File: config.mk
export PLATFORM = sky130hd
export DESIGN_NAME = fma_nan_sel
export DESIGN_NICKNAME = d
export VERILOG_FILES = /design/src/rtl/fma_nan_pkg.sv /design/src/rtl/fnan_classify.sv /design/src/rtl/fnan_dflt_gen.sv /design/src/rtl/fnan_prio_pick.sv /design/src/rtl/fma_nan_sel.sv
export SDC_FILE = /design/constraint.sdc
export NUM_CORES = 1
export LEC_CHECK = 0
export ABC_AREA = 1
export BUFFER_PORTS_ARGS = -buffer_cell sky130_fd_sc_hd__buf_2
export CORE_UTILIZATION = 35
export DETAILED_ROUTE_END_ITERATION = 16
export GPL_ROUTABILITY_DRIVEN = 0
export GPL_TIMING_DRIVEN = 0
export PLACE_DENSITY = 0.7
export SETUP_SLACK_MARGIN = 0.2
export SLEW_MARGIN = 20
export SYNTH_ARGS = -nofsm -noshare
export SYNTH_HDL_FRONTEND = slang
export SYNTH_SLANG_ARGS = --single-unit
File: constraint.sdc
create_clock -name vclk -period 4.4
set_clock_uncertainty 0.05 [all_clocks]
set_input_delay 1.32 -clock vclk [all_inputs]
set_output_delay 1.32 -clock vclk [all_outputs]
set_load 0.05 [all_outputs]
File: src/rtl/fma_nan_pkg.sv
package fma_nan_pkg;

   // operand slot numbering used by the priority fields
   localparam int unsigned N_OPS   = 3;
   localparam int unsigned IDX_W   = 2;
   localparam int unsigned RULE_W  = N_OPS * IDX_W + 1;
   localparam int unsigned SFIRST  = RULE_W - 1;
   localparam int unsigned PAT_W   = 8;

   // infinity-times-zero result codes (low two bits of the byte)
   typedef enum logic [1:0] {
      IZ_UNSET   = 2'd0,
      IZ_KEEP    = 2'd1,
      IZ_DEFAULT = 2'd2,
      IZ_DFLT_Q  = 2'd3
   } iz_code_e;

   typedef struct packed {
      logic nan;
      logic snan;
      logic inf;
      logic zero;
   } opnd_cls_t;

endpackage

File: src/rtl/fnan_classify.sv
module fnan_classify
   import fma_nan_pkg::*;
#(
   parameter int unsigned EXP_W  = 8,
   parameter int unsigned FRAC_W = 23,
   localparam int unsigned W     = 1 + EXP_W + FRAC_W
) (
   input  logic [W-1:0] val,
   output opnd_cls_t    cls
);
   logic exp_ones, exp_none, frac_any, quiet_bit;

   assign exp_ones  = &val[FRAC_W +: EXP_W];
   assign exp_none  = ~|val[FRAC_W +: EXP_W];
   assign frac_any  = |val[FRAC_W-1:0];
   assign quiet_bit = val[FRAC_W-1];

   assign cls.nan  = exp_ones & frac_any;
   assign cls.snan = exp_ones & frac_any & ~quiet_bit;
   assign cls.inf  = exp_ones & ~frac_any;
   assign cls.zero = exp_none & ~frac_any;
endmodule

File: src/rtl/fnan_dflt_gen.sv
module fnan_dflt_gen
   import fma_nan_pkg::*;
#(
   parameter int unsigned EXP_W  = 8,
   parameter int unsigned FRAC_W = 23,
   localparam int unsigned W     = 1 + EXP_W + FRAC_W,
   localparam int unsigned TOP_W = PAT_W - 1
) (
   input  logic [PAT_W-1:0] pat,
   output logic [W-1:0]     dflt
);
   logic [FRAC_W-1:0] frac;

   generate
      if (FRAC_W > TOP_W) begin : g_fill
         assign frac = {pat[TOP_W-1:0], {(FRAC_W-TOP_W){pat[0]}}};
      end else begin : g_exact
         assign frac = pat[TOP_W-1:0];
      end
   endgenerate

   assign dflt = {pat[PAT_W-1], {EXP_W{1'b1}}, frac};
endmodule

File: src/rtl/fnan_prio_pick.sv
module fnan_prio_pick
   import fma_nan_pkg::*;
(
   input  logic [N_OPS-1:0]  nan_v,
   input  logic [N_OPS-1:0]  snan_v,
   input  logic [RULE_W-1:0] rule,
   output logic              found,
   output logic [IDX_W-1:0]  sel
);
   logic [N_OPS-1:0] cand;

   assign cand = (rule[SFIRST] && (|snan_v)) ? snan_v : nan_v;

   // walk slots from least to most preferred so the earliest slot wins
   always_comb begin
      logic [IDX_W-1:0] idx;
      found = 1'b0;
      sel   = '0;
      for (int k = N_OPS - 1; k >= 0; k--) begin
         idx = rule[k*IDX_W +: IDX_W];
         if ((32'(idx) < N_OPS) && cand[idx]) begin
            found = 1'b1;
            sel   = idx;
         end
      end
   end
endmodule

File: src/rtl/fma_nan_sel.sv
module fma_nan_sel
   import fma_nan_pkg::*;
#(
   parameter int unsigned EXP_W  = 8,
   parameter int unsigned FRAC_W = 23,
   localparam int unsigned W     = 1 + EXP_W + FRAC_W
) (
   input  logic [W-1:0]      op_a,
   input  logic [W-1:0]      op_b,
   input  logic [W-1:0]      op_c,
   input  logic [RULE_W-1:0] prio_rule,
   input  logic [PAT_W-1:0]  izn_rule,
   input  logic              dnan_mode,
   input  logic [PAT_W-1:0]  dnan_pat,
   output logic [W-1:0]      nan_res,
   output logic              nan_hit,
   output logic              invalid,
   output logic              rule_err
);
   localparam logic [W-1:0] QUIET_MASK = W'(1) << (FRAC_W - 1);

   initial begin
      if (FRAC_W < PAT_W - 1)
         $error("fma_nan_sel: FRAC_W must hold the pattern bits");
      if (EXP_W < 2)
         $error("fma_nan_sel: EXP_W too small");
   end

   logic [W-1:0]     ops [N_OPS];
   opnd_cls_t        cls [N_OPS];
   logic [N_OPS-1:0] nan_v, snan_v;

   assign ops[0] = op_a;
   assign ops[1] = op_b;
   assign ops[2] = op_c;

   generate
      for (genvar g = 0; g < N_OPS; g++) begin : g_cls
         fnan_classify #(.EXP_W(EXP_W), .FRAC_W(FRAC_W)) u_cls (
            .val (ops[g]),
            .cls (cls[g])
         );
         assign nan_v[g]  = cls[g].nan;
         assign snan_v[g] = cls[g].snan;
      end
   endgenerate

   logic [W-1:0] dflt;
   fnan_dflt_gen #(.EXP_W(EXP_W), .FRAC_W(FRAC_W)) u_dflt (
      .pat  (dnan_pat),
      .dflt (dflt)
   );

   logic             pick_ok;
   logic [IDX_W-1:0] pick_sel;
   fnan_prio_pick u_pick (
      .nan_v  (nan_v),
      .snan_v (snan_v),
      .rule   (prio_rule),
      .found  (pick_ok),
      .sel    (pick_sel)
   );

   logic     inf_zero, any_nan, any_snan, c_quiet_nan;
   iz_code_e iz_code;

   assign inf_zero    = (cls[0].inf & cls[1].zero) | (cls[0].zero & cls[1].inf);
   assign any_nan     = |nan_v;
   assign any_snan    = |snan_v;
   assign c_quiet_nan = cls[2].nan & ~cls[2].snan;
   assign iz_code     = iz_code_e'(izn_rule[1:0]);

   always_comb begin
      nan_res  = '0;
      nan_hit  = any_nan | inf_zero;
      rule_err = 1'b0;
      invalid  = any_snan |
                 (inf_zero & ~(c_quiet_nan & izn_rule[PAT_W-1]));
      if (!nan_hit) begin
         invalid = 1'b0;
      end else if (dnan_mode) begin
         nan_res = dflt;
      end else if (inf_zero) begin
         if (!cls[2].nan) begin
            nan_res = dflt;
         end else begin
            unique case (iz_code)
               IZ_KEEP:    nan_res = op_c | QUIET_MASK;
               IZ_DEFAULT: nan_res = dflt;
               IZ_DFLT_Q:  nan_res = cls[2].snan ? (op_c | QUIET_MASK) : dflt;
               default: begin
                  nan_res  = dflt;
                  rule_err = 1'b1;
               end
            endcase
         end
      end else if (prio_rule == '0) begin
         nan_res  = dflt;
         rule_err = 1'b1;
      end else if (pick_ok) begin
         nan_res = ops[pick_sel] | QUIET_MASK;
      end else begin
         nan_res = dflt;
      end
   end
endmodule

Word level (Yosys, flattened, before mapping)
Index checks and enable logic that the tools add are counted.
{ "word_totals": {"ff_bits": 0, "inputBits": 120, "output_inout_bits": 35, "elab_cells": 85} }
{ "classes": {"order_cmp": 7, "eq_ne": 3, "n_mux": 31, "bitwise": 26, "n_reduce_logical": 18} }
{ "op_table": {"columns": ["cell", "n"], "rows": [
  ["32-bit 2-to-1 mux", 9],
  ["23-bit OR reduction", 3],
  ["32-bit binary-select mux with 2-bit select", 1],
  ["32-bit one-hot mux with 2 select lines", 1],
  ["8-bit AND reduction", 3],
  ["8-bit OR reduction", 2],
  ["1-bit bitwise AND", 15],
  ["1-bit 2-to-1 mux", 13],
  ["2-bit by 3-bit less-than comparator with 1-bit output, second input constant", 3],
  ["3-bit OR reduction", 3],
  ["7-bit zero test", 1],
  ["1-bit NOT", 7],
  ["1-bit binary-select mux with 2-bit select", 3],
  ["2-bit less-than comparator, second input constant", 3],
  ["2-bit 2-to-1 mux", 3],
  ["2-bit equality test, second input constant", 2],
  ["1-bit logical AND", 4],
  ["3-bit greater-or-equal comparator, second input constant", 1],
  ["3-bit 2-to-1 mux", 1],
  ["2-bit NOT with 3-bit output", 1],
  ["1-bit bitwise OR", 3],
  ["2-bit by 1-bit equality test with 1-bit output, second input constant", 1],
  ["1-bit zero test", 2]
]} }

Logic depth before layout (Yosys ltp)
Gate-level depths: netlist of the first run.
{ "depth": {"word_depth": 21, "depth_mapped": 22, "ltp_nobuf": 21} }

Hierarchy
From an unflattened synthesis of the first run, not the netlist that was laid out.
{ "hier_totals": {"cells_unflattened": 809, "area_unflattened_um2": 3682.3} }
{ "by_module_without_submodules": {"columns": ["mod", "n_inst", "cells_each", "area_per_inst_um2", "seq_area_each_um2"], "rows": [
  ["fma_nan_sel", 1, 618, 2678.8, 0.0],
  ["fnan_classify", 3, 33, 137.6, 0.0],
  ["fnan_prio_pick", 1, 59, 346.6, 0.0],
  ["fnan_dflt_gen", 1, 33, 244.0, 0.0]
]} }

Least setup slack after synthesis of the first run
Ideal clock, no wire load.
{ "synth_timing": {"path_type": "input -> output", "startpoint": "input op_b[28]", "endpoint": "output nan_res[10]", "arrival_ns": 3.987, "required_ns": 3.030, "setup_slack_ns": -0.957, "cell_stages": 9, "n_path_buf": 1, "cell_sequence": "or4_1 > nor4_1 > nand4_1 > o21ai_1 > nor2_4 > clkinv_1 > o21ai_2 > clkbuf_1 > a21oi_1"} }
{ "synth_between": {"elab_cells_between_ends": 39, "cone_classes": "mux: 21; bitwise: 9; reduce/logical: 9"} }
{ "synth_lines": {"columns": ["item", "line_no", "rtl"], "rows": [
  ["start, declared", "fma_nan_sel.sv:9", "input logic [W-1:0] op_b,"],
  ["8-bit OR reduction", "fnan_classify.sv:14", "assign exp_none = ~|val[FRAC_W +: EXP_W];"],
  ["1-bit zero test", "fnan_classify.sv:14", null],
  ["1-bit bitwise AND", "fnan_classify.sv:21", "assign cls.zero = exp_none & ~frac_any;"],
  ["1-bit bitwise AND", "fma_nan_sel.sv:67", "assign inf_zero = (cls[0].inf & cls[1].zero) | (cls[0].zero & cls[1].inf);"],
  ["1-bit bitwise OR", "fma_nan_sel.sv:67", null],
  ["1-bit bitwise OR (*)", "fma_nan_sel.sv:75", "nan_hit = any_nan | inf_zero;"],
  ["via nan_hit", "fma_nan_sel.sv:16", "output logic nan_hit,"],
  ["32-bit 2-to-1 mux (*)", "fma_nan_sel.sv:79", "if (!nan_hit) begin"],
  ["end, declared", "fma_nan_sel.sv:15", "output logic [W-1:0] nan_res,"]
]} }
The timed path passes the listed nets; every way through them passes the cells marked *. The select of a mux whose other input is x is not followed.

Final worst setup path of the first run
{ "layout_timing": {"startpoint": "input op_a[12]", "endpoint": "output nan_res[19]"} }
{ "layout_between": {"elab_chain_cells": 21, "elab_cells_between_ends": 38, "cone_classes": "mux: 21; bitwise: 10; reduce/logical: 7"} }
{ "layout_lines": {"columns": ["item", "line_no", "rtl"], "rows": [
  ["start, declared", "fma_nan_sel.sv:8", "input logic [W-1:0] op_a,"],
  ["23-bit OR reduction (*)", "fnan_classify.sv:15", "assign frac_any = |val[FRAC_W-1:0];"],
  ["1-bit bitwise AND", "fnan_classify.sv:18, fnan_classify.sv:19", null],
  ["1-bit bitwise AND", "fnan_classify.sv:19", "assign cls.snan = exp_ones & frac_any & ~quiet_bit;"],
  ["3-bit OR reduction", "fnan_prio_pick.sv:12", "assign cand = (rule[SFIRST] && (|snan_v)) ? snan_v : nan_v;"],
  ["1-bit logical AND", "fnan_prio_pick.sv:12", null],
  ["3-bit 2-to-1 mux", "fnan_prio_pick.sv:12", null],
  ["1-bit binary-select mux with 2-bit select", "fnan_prio_pick.sv:21", "if ((32'(idx) < N_OPS) && cand[idx]) begin"],
  ["1-bit 2-to-1 mux (implied by the code)", "fnan_prio_pick.sv:21", null],
  ["(+4 left out)", null, null],
  ["2-bit NOT with 3-bit output (implied by the code)", "fma_nan_sel.sv:101", "nan_res = ops[pick_sel] | QUIET_MASK;"],
  ["32-bit binary-select mux with 2-bit select", "fma_nan_sel.sv:101", null],
  ["32-bit 2-to-1 mux (implied by the code) (2 in series)", "fma_nan_sel.sv:101", null],
  ["32-bit 2-to-1 mux", "fma_nan_sel.sv:100", "end else if (pick_ok) begin"],
  ["32-bit 2-to-1 mux", "fma_nan_sel.sv:97", "end else if (prio_rule == '0) begin"],
  ["32-bit 2-to-1 mux", "fma_nan_sel.sv:83", "end else if (inf_zero) begin"],
  ["32-bit 2-to-1 mux", "fma_nan_sel.sv:81", "end else if (dnan_mode) begin"],
  ["32-bit 2-to-1 mux (*)", "fma_nan_sel.sv:79", null]
]} }
Mark *: on every way between the ends. The rest lies on a longest branch, timed or not. The select of a mux whose other input is x is not followed.

==> results of run 1 <==
-- metal layers --
| layer | vias to the layer above | part of all wire (%) | GRT usage [%] |
|---|---|---|---|
| li1 | 2431 | - | - |
| met1 | 2214 | 41 | 37.7 |
| met2 | 280 | 49 | 52.2 |
| met3 | 51 | 7.3 | 1.64 |
| met4 | 0 | 2.9 | 6.67 |
| met5 | - | 0 | 0 |
-- per-stage QoR --
step,area (um2),worst slack (ps)
2_1_floorplan,3300,-344
3_3_place_gp,4180,-972
3_5_place_dp,4180,-1020
4_1_cts,5110,-654
5_1_grt,5650,-905
6_report,5650,-769
-- critical path: cells and delay by family --
family                 cells  cell delay (ps)
buffers and inverters      4              460
AOI/OAI and AO/OA          1              150
and+or+nand+nor           17             1860
-- path summary, 6_finish.rpt --
check	start	depth (start not counted)	slack, ps	to
worst max-delay path	op_a[12]	22	-770	nan_res[19]
worst min-delay path	dnan_mode	3	2930	rule_err
-- cells in the final DEF (no fill, tap or decap), types with 3 or more instances in the layout --
| master | netlist | final |
|---|---|---|
| o32ai_1 | 3 | 3 |
| inv_1 | 78 | 59 |
| nor2_2 | 1 | 18 |
| a21oi_1 | 31 | 9 |
| buf_2 | 5 | 93 |
| a21oi_4 | 1 | 27 |
| nand3_1 | 55 | 27 |
| buf_4 | 2 | 23 |
| nand4_1 | 8 | 8 |
| clkbuf_2 | 0 | 3 |
| o21ai_0 | 47 | 47 |
| nor2_1 | 61 | 33 |
| buf_6 | 4 | 67 |
| buf_8 | 0 | 13 |
| clkbuf_1 | 17 | 13 |
| nand2_4 | 4 | 14 |
| nand3_2 | 5 | 24 |
| nand3_4 | 2 | 11 |
| inv_4 | 2 | 3 |
| nand2_8 | 0 | 4 |
| inv_2 | 13 | 29 |
| nor2_4 | 1 | 12 |
| nand2_2 | 5 | 66 |
| nand2_1 | 245 | 172 |
| o22ai_1 | 18 | 18 |
-- repair_timing --
item                       4_1_cts  5_1_grt
setup endpoints to repair       35       35
cloned                          11        0
gates resized for setup        162      150
pin swaps                       77       63
buffers inserted                23        7
-- layout make-up --
type	instances	area (um2)
Multi-Input combinational cell	514	3350
Fill cell	610	2200
Timing Repair Buffer	189	1550
Inverter	96	392
Buffer	29	224
Tap cell	102	128
-- cells in the mapped netlist, types with 5 or more instances --
cell        n
buf_2       5
o22ai_1    18
inv_1      78
a21oi_1    31
nand2_1   245
clkbuf_1   17
inv_2      13
nand3_2     5
nor2_1     61
nand2_2     5
nand4_1     8
o21ai_0    47
nand3_1    55
-- kinds of logic (layout without fill, tap and decap cells) --
logic type	count (synthesis)	after routing	share of synthesized area (%)
AOI/OAI and AO/OA	115	115	22.8
buffers and inverters	125	314	17.9
and+or+nand+nor	397	399	59.3
-- power groups by stage --
| stage | combinational (mW) | sequential [mW] | clock (mW) |
|---|---|---|---|
| 2_1_floorplan | 0.225 | 0 | 0 |
| 3_3_place_gp | 0.338 | 0 | 0 |
| 3_5_place_dp | 0.342 | 0 | 0 |
| 4_1_cts | 0.421 | 0 | 0 |
| 5_1_grt | 0.517 | 0 | 0 |
| 6_report | 0.479 | 0 | 0 |
==> results.toml, run 1 <==
[detailed_routing]
wl_per_cell_um = 15.1
wl_um = 14000
vias = 4976
first_pass_iters = 5
drcViolationCount = 0
ant_nets = 0
drt_iter0_drc = 410
viasPerCell = 5.35

[pwr]
power_mw = 0.479
combPwrFrac_pct = 100.0
power_frac_seq_pct = 0
p_clk_share_pct = 0
powerDensity_nw_per_um2 = 84.9
ir_drop_mv = 0.0487
power.net_switching_mw = 0.281
p_int_mw = 0.198
p_leak_nw = 2.78
swShare_pct = 58.6

[sta]
finalSetupViolCount = 24
fin_setup_tns_ps = -16740
hold_viol_final = 0
tightest_slew_ps = 678
maxSlewHeadroom_pct = 54.8
min_period_ps = 5170
min_period_over_period_pct = 117
maxSlewViolCount = 0
hold_slack_ps = 2930
fmax_mhz = 193
setup_ws_ps = -769
rsz0062_at_grt = "yes"

[setup_path]
crit_top_cell = "nand2_1"
required_ps = 3030
path_cells = "buf_6, nor2_2, nand2_1, nor2_2, nand3_2, nand3_4, nand3_4, nand3_1, nand2_2, nor2_2, nand2_1, nand2_2, nand3_4, nand2_8, inv_4, buf_6, nand2_1, nand3_1, nand2_1, nand2_2, a21oi_4, buf_6"
cp-start-kind = "input pin"
arrival_ps = 3800
cpPeakStageDelay_ps = 170
worst_path_max_delay_cell = "buf_6"
cp-end-kind = "output pin"
crit_type = "input pin to output pin"
critPathMaxFanout = 10

[flow_run]
max_cap_viol_count = 0

[place]
portBuffers = 150
place.detailed.hpwl_um = 9690
placed_cells = 889

[logic_synthesis]
seq_area_frac_synth_pct = 0
syn_area_um2 = 2890
synthTopCellsByArea = "nand2_1, inv_1, nand3_1"
ys_warn_count = 0
syn_nets = 757
synth_cells = 637
synth_top_area_share_pct = 31.9
synth_cell_types = 36
synth_area_per_cell_um2 = 4.53
yosysTopAreaCell = "nand2_1"

[floorplanning]
std_cell_rows = 32
num_io_pins = 155
dieArea_um2 = 8610
fp.dieH_um = 92.8
core-area_um2 = 7850
die_w_um = 92.8
initial_utilization_pct = 36.8

[outcome]
status = "finished, violations left"
violations = "negative setup slack"

[finish]
diodes = 0
seq_cells = 0
regArea_um2 = 0
fin_nets = 950
syn_to_final_growth_pct = 95.6
drive_above_1_share_pct = 51.6
num-clock-buffers = 0
final_cell_count_no_fill = 930
final_util_pct = 71.9

[grt]
grt_overflow = 0
grt_pass1_vias = 4483
grt_pass1_wl_um = 20700
track_usage_pct = 29.1
grt_max_degree = 11
antenna_found_initial = 0

[clocking]
cts_hold_buf = 0

[worst_hold_path]
holdCritPathClass = "input pin to output pin"
Note: power is estimated with default switching activity, not from simulation.
==> inputs of run 2 (changes only) <==
Settings changed: SKIP_LAST_GASP from default to 1.
==> results.toml, run 2 (synthesis gave the netlist of run 1 again) <==
[finish]
fin_nets = 946
regArea_um2 = 0
final_cell_mix = "nand2_1, buf_2, inv_1"
drive_above_1_share_pct = 49.4
final_area_um2 = 5520
seq_cells = 0
final_cell_count_no_fill = 926
layout_commonest_cell = "nand2_1"
num-clock-buffers = 0
diodes = 0
syn_to_final_growth_pct = 91.2
nFillCells = 651

[floorplanning]
std_cell_rows = 32
fp.dieH_um = 92.8
die_w_um = 92.8
num_io_pins = 155
core-area_um2 = 7850
initial_utilization_pct = 36.8
dieArea_um2 = 8610

[place]
portBuffers = 150
dpl_cell_area_um2 = 4180
place.detailed.hpwl_um = 9690
placed_cells = 889

[sta]
fmax_mhz = 195
min_period_ps = 5140
rsz0062_at_grt = "yes"
finalSetupViolCount = 33
min_period_over_period_pct = 117
fin_setup_tns_ps = -16660
maxSlewViolCount = 0
tightest_slew_ps = 640
hold_slack_ps = 2930
setup_ws_ps = -740
hold_viol_final = 0
maxSlewHeadroom_pct = 57.3

[detailed_routing]
met1_length_um = 5700
wl_met3_um = 1150
wl_um = 13900
first_pass_iters = 5
drcViolationCount = 0
route.met2.wl_um = 6610
ant_nets = 0
drt_iter0_drc = 363
top_layer = "met4"
wl_per_cell_um = 15.0
viasPerCell = 5.39
vias = 4990

[outcome]
violations = "negative setup slack"
status = "finished, violations left"

[setup_path]
critPathMaxFanout = 6
cp-start-kind = "input pin"
cp-end-kind = "output pin"
required_ps = 3030
arrival_ps = 3770
crit_type = "input pin to output pin"

[grt]
antenna_found_initial = 0
grt_overflow = 0
track_usage_pct = 29.0
grt_pass1_wl_um = 20600
grt_max_degree = 11
grt_pass1_vias = 4465

[worst_hold_path]
hold_depth = 3
holdCritPathClass = "input pin to output pin"

[pwr]
p_leak_nw = 2.81
powerDensity_nw_per_um2 = 87.7
ir_drop_mv = 0.0478
power_mw = 0.484

[flow_run]
max_cap_viol_count = 0
## run 2: repair_timing
| item | in CTS | in global routing |
|---|---|---|
| endpoints found under the setup margin | 35 | 35 |
| pin swaps | 77 | 67 |
| setup buffers | 23 | 3 |
| hold buffers | 0 | 0 |
| gates cloned | 11 | 0 |
| gates resized for setup | 158 | 117 |
## run 2: power breakdown
| part | total, mW | internal [mW] | switching [mW] | leakage [nW] |
|---|---|---|---|---|
| combinational | 0.484 | 0.200 | 0.284 | 2.81 |
| clock | 0 | 0 | 0 | 0 |
| sequential | 0 | 0 | 0 | 0 |
| total | 0.484 | 0.200 | 0.284 | 2.81 |
## run 2: cell type report
class	instances	area, um2	area share, %
timing repair buffer	185	1460	26.4
tap	102	128	2.31
inverter	96	392	7.10
buffer	29	231	4.20
multi-input combinational	514	3310	60.0
## run 2: worst max-delay path: stages
cell,delay (ps)
buf_6,100
nor2_2,100
nand2_1,100
nor2_4,120
nand3_2,120
nand3_4,110
nand3_4,100
nand2_4,120
nand2_4,90
a21oi_4,160
nand2_1,90
nand2_2,90
nand3_4,120
nand2_8,130
inv_8,50
buf_8,140
nand3_1,110
nand3_2,100
nand2_1,80
nand2_2,70
a21oi_4,170
buf_6,180
## run 2: path summary, 6_finish.rpt
kind	startpoint	to	slack [ps]
worst min-delay path	dnan_mode	rule_err	2930
worst max-delay path	op_c[11]	nan_res[3]	-740
## run 2: metrics by stage
step	utilization (%)	setup WS [ps]
floorplan	-	-344
global placement	53.3	-972
detailed placement	53.3	-1020
CTS	64.9	-654
global route	70.3	-887
finish	70.3	-740
## run 2: routing by layer
metal | track usage, % | vias to the layer above
met5 | 0 | -
met1 | 37.6 | 2209
met4 | 7.56 | 0
met2 | 51.2 | 309
met3 | 2.05 | 54
li1 | - | 2418
==> inputs of run 3 (changes only) <==
Settings changed: SETUP_SLACK_MARGIN 0.2 to default.
==> results.toml, run 3 (synthesis gave the netlist of run 1 again) <==
[outcome]
status = "finished, violations left"
violations = "negative setup slack"

[finish]
diodes = 0
num-clock-buffers = 0
final_cell_count_no_fill = 928
regArea_um2 = 0
final_area_um2 = 5650
syn_to_final_growth_pct = 95.6
final_util_pct = 71.9
nFillCells = 640
final_cell_mix = "nand2_1, buf_2, buf_6"
drive_above_1_share_pct = 49.9
layout_commonest_cell = "nand2_1"
seq_cells = 0
fin_nets = 948

[pwr]
p_leak_nw = 2.77
powerDensity_nw_per_um2 = 83.3
ir_drop_mv = 0.0428
power_mw = 0.470

[floorplanning]
core-area_um2 = 7850
initial_utilization_pct = 36.8
die_w_um = 92.8
fp.dieH_um = 92.8
std_cell_rows = 32
dieArea_um2 = 8610
num_io_pins = 155

[grt]
antenna_found_initial = 0
track_usage_pct = 28.7
grt_pass1_wl_um = 20500
grt_max_degree = 11
use_met3_pct = 1.56
grt_overflow = 0
grt-busiest-layer = "met2"
grtUsageMet2_pct = 49.7
grt_pass1_vias = 4443
grt_use_met1_pct = 39.2

[detailed_routing]
wl_um = 13900
drcViolationCount = 0
drt_iter0_drc = 354
vias = 4978
ant_nets = 0
first_pass_iters = 5
viasPerCell = 5.36
wl_per_cell_um = 15.0

[setup_path]
crit_family = "simple AND/OR/NAND/NOR gates"
crit_top_cell = "nand2_1"
cp-end-kind = "output pin"
critPathMaxFanout = 6
cpPeakStageDelay_ps = 170
crit_type = "input pin to output pin"
worst_path_max_delay_cell = "buf_6"
path_cells = "buf_6, nor2_2, nand2_1, nor2_2, nand3_2, nand3_4, nand3_4, nand2_8, nand2_1, nand3_2, nand2_2, inv_4, nand3_4, nand3_4, nand2_8, inv_4, buf_6, nand2_1, nand2_1, nand3_1, nand2_1, nand2_2, a21oi_4, buf_6"
arrival_ps = 3780
path_buf_inv = 5
cp-start-kind = "input pin"
required_ps = 3030

[flow_run]
max_cap_viol_count = 0

[sta]
hold_slack_ps = 2930
fmax_mhz = 194
hold_viol_final = 0
fin_setup_tns_ps = -17280
rsz0062_at_grt = "yes"
setup_ws_ps = -753
finalSetupViolCount = 34
tightest_slew_ps = 657
min_period_ps = 5150
min_period_over_period_pct = 117
maxSlewHeadroom_pct = 56.2
maxSlewViolCount = 0

[clocking]
cts_hold_buf = 0

[place]
dp_worst_setup_slack_ps = -1010
dpl_cell_area_um2 = 4180
placed_cells = 889
portBuffers = 150
place.detailed.hpwl_um = 9800

[worst_hold_path]
holdCritPathClass = "input pin to output pin"
==> run 3: cell count changes in the layout (fill, tap and decap cells not counted), moves of 4 or more <==
cell / delta
buf_2: -10
buf_4: -6
buf_6: +16
nor2_2: -4
nand2_1: +5
nand2_2: +6
nor2_4: +6
nand2_4: -14
inv_4: +7
==> run 3: area by class of cell <==
type / instances / area [um2] / share of cell area (%)
Tap cell: 102 / 128 / 2.26
Multi-Input combinational cell: 513 / 3320 / 58.8
Buffer: 29 / 224 / 3.97
Inverter: 96 / 400 / 7.09
Timing Repair Buffer: 188 / 1570 / 27.9
==> run 3: worst paths after layout <==
| check | depth (start not counted) | start | endpoint |
|---|---|---|---|
| setup / recovery | 24 | op_a[12] | nan_res[21] |
| hold / removal | 3 | dnan_mode | rule_err |
==> run 3: repair_timing <==
action | CTS | global route
gates resized for setup | 140 | 177
cloned | 7 | 0
setup buffers | 23 | 11
endpoints found under the setup margin | 35 | 35
pin swaps | 69 | 59
==> run 3: per-layer routing <==
| metal | routed length (um) | share of wire, % |
|---|---|---|
| met5 | 0 | 0 |
| met1 | 5750 | 41 |
| met3 | 1110 | 8.0 |
| met2 | 6600 | 47 |
| met4 | 437 | 3.1 |
==> run 3: where the power goes <==
part           switching [mW]  internal, mW  total (mW)
combinational           0.275         0.196       0.470
sequential                  0             0           0
clock                       0             0           0
total                   0.275         0.196       0.470
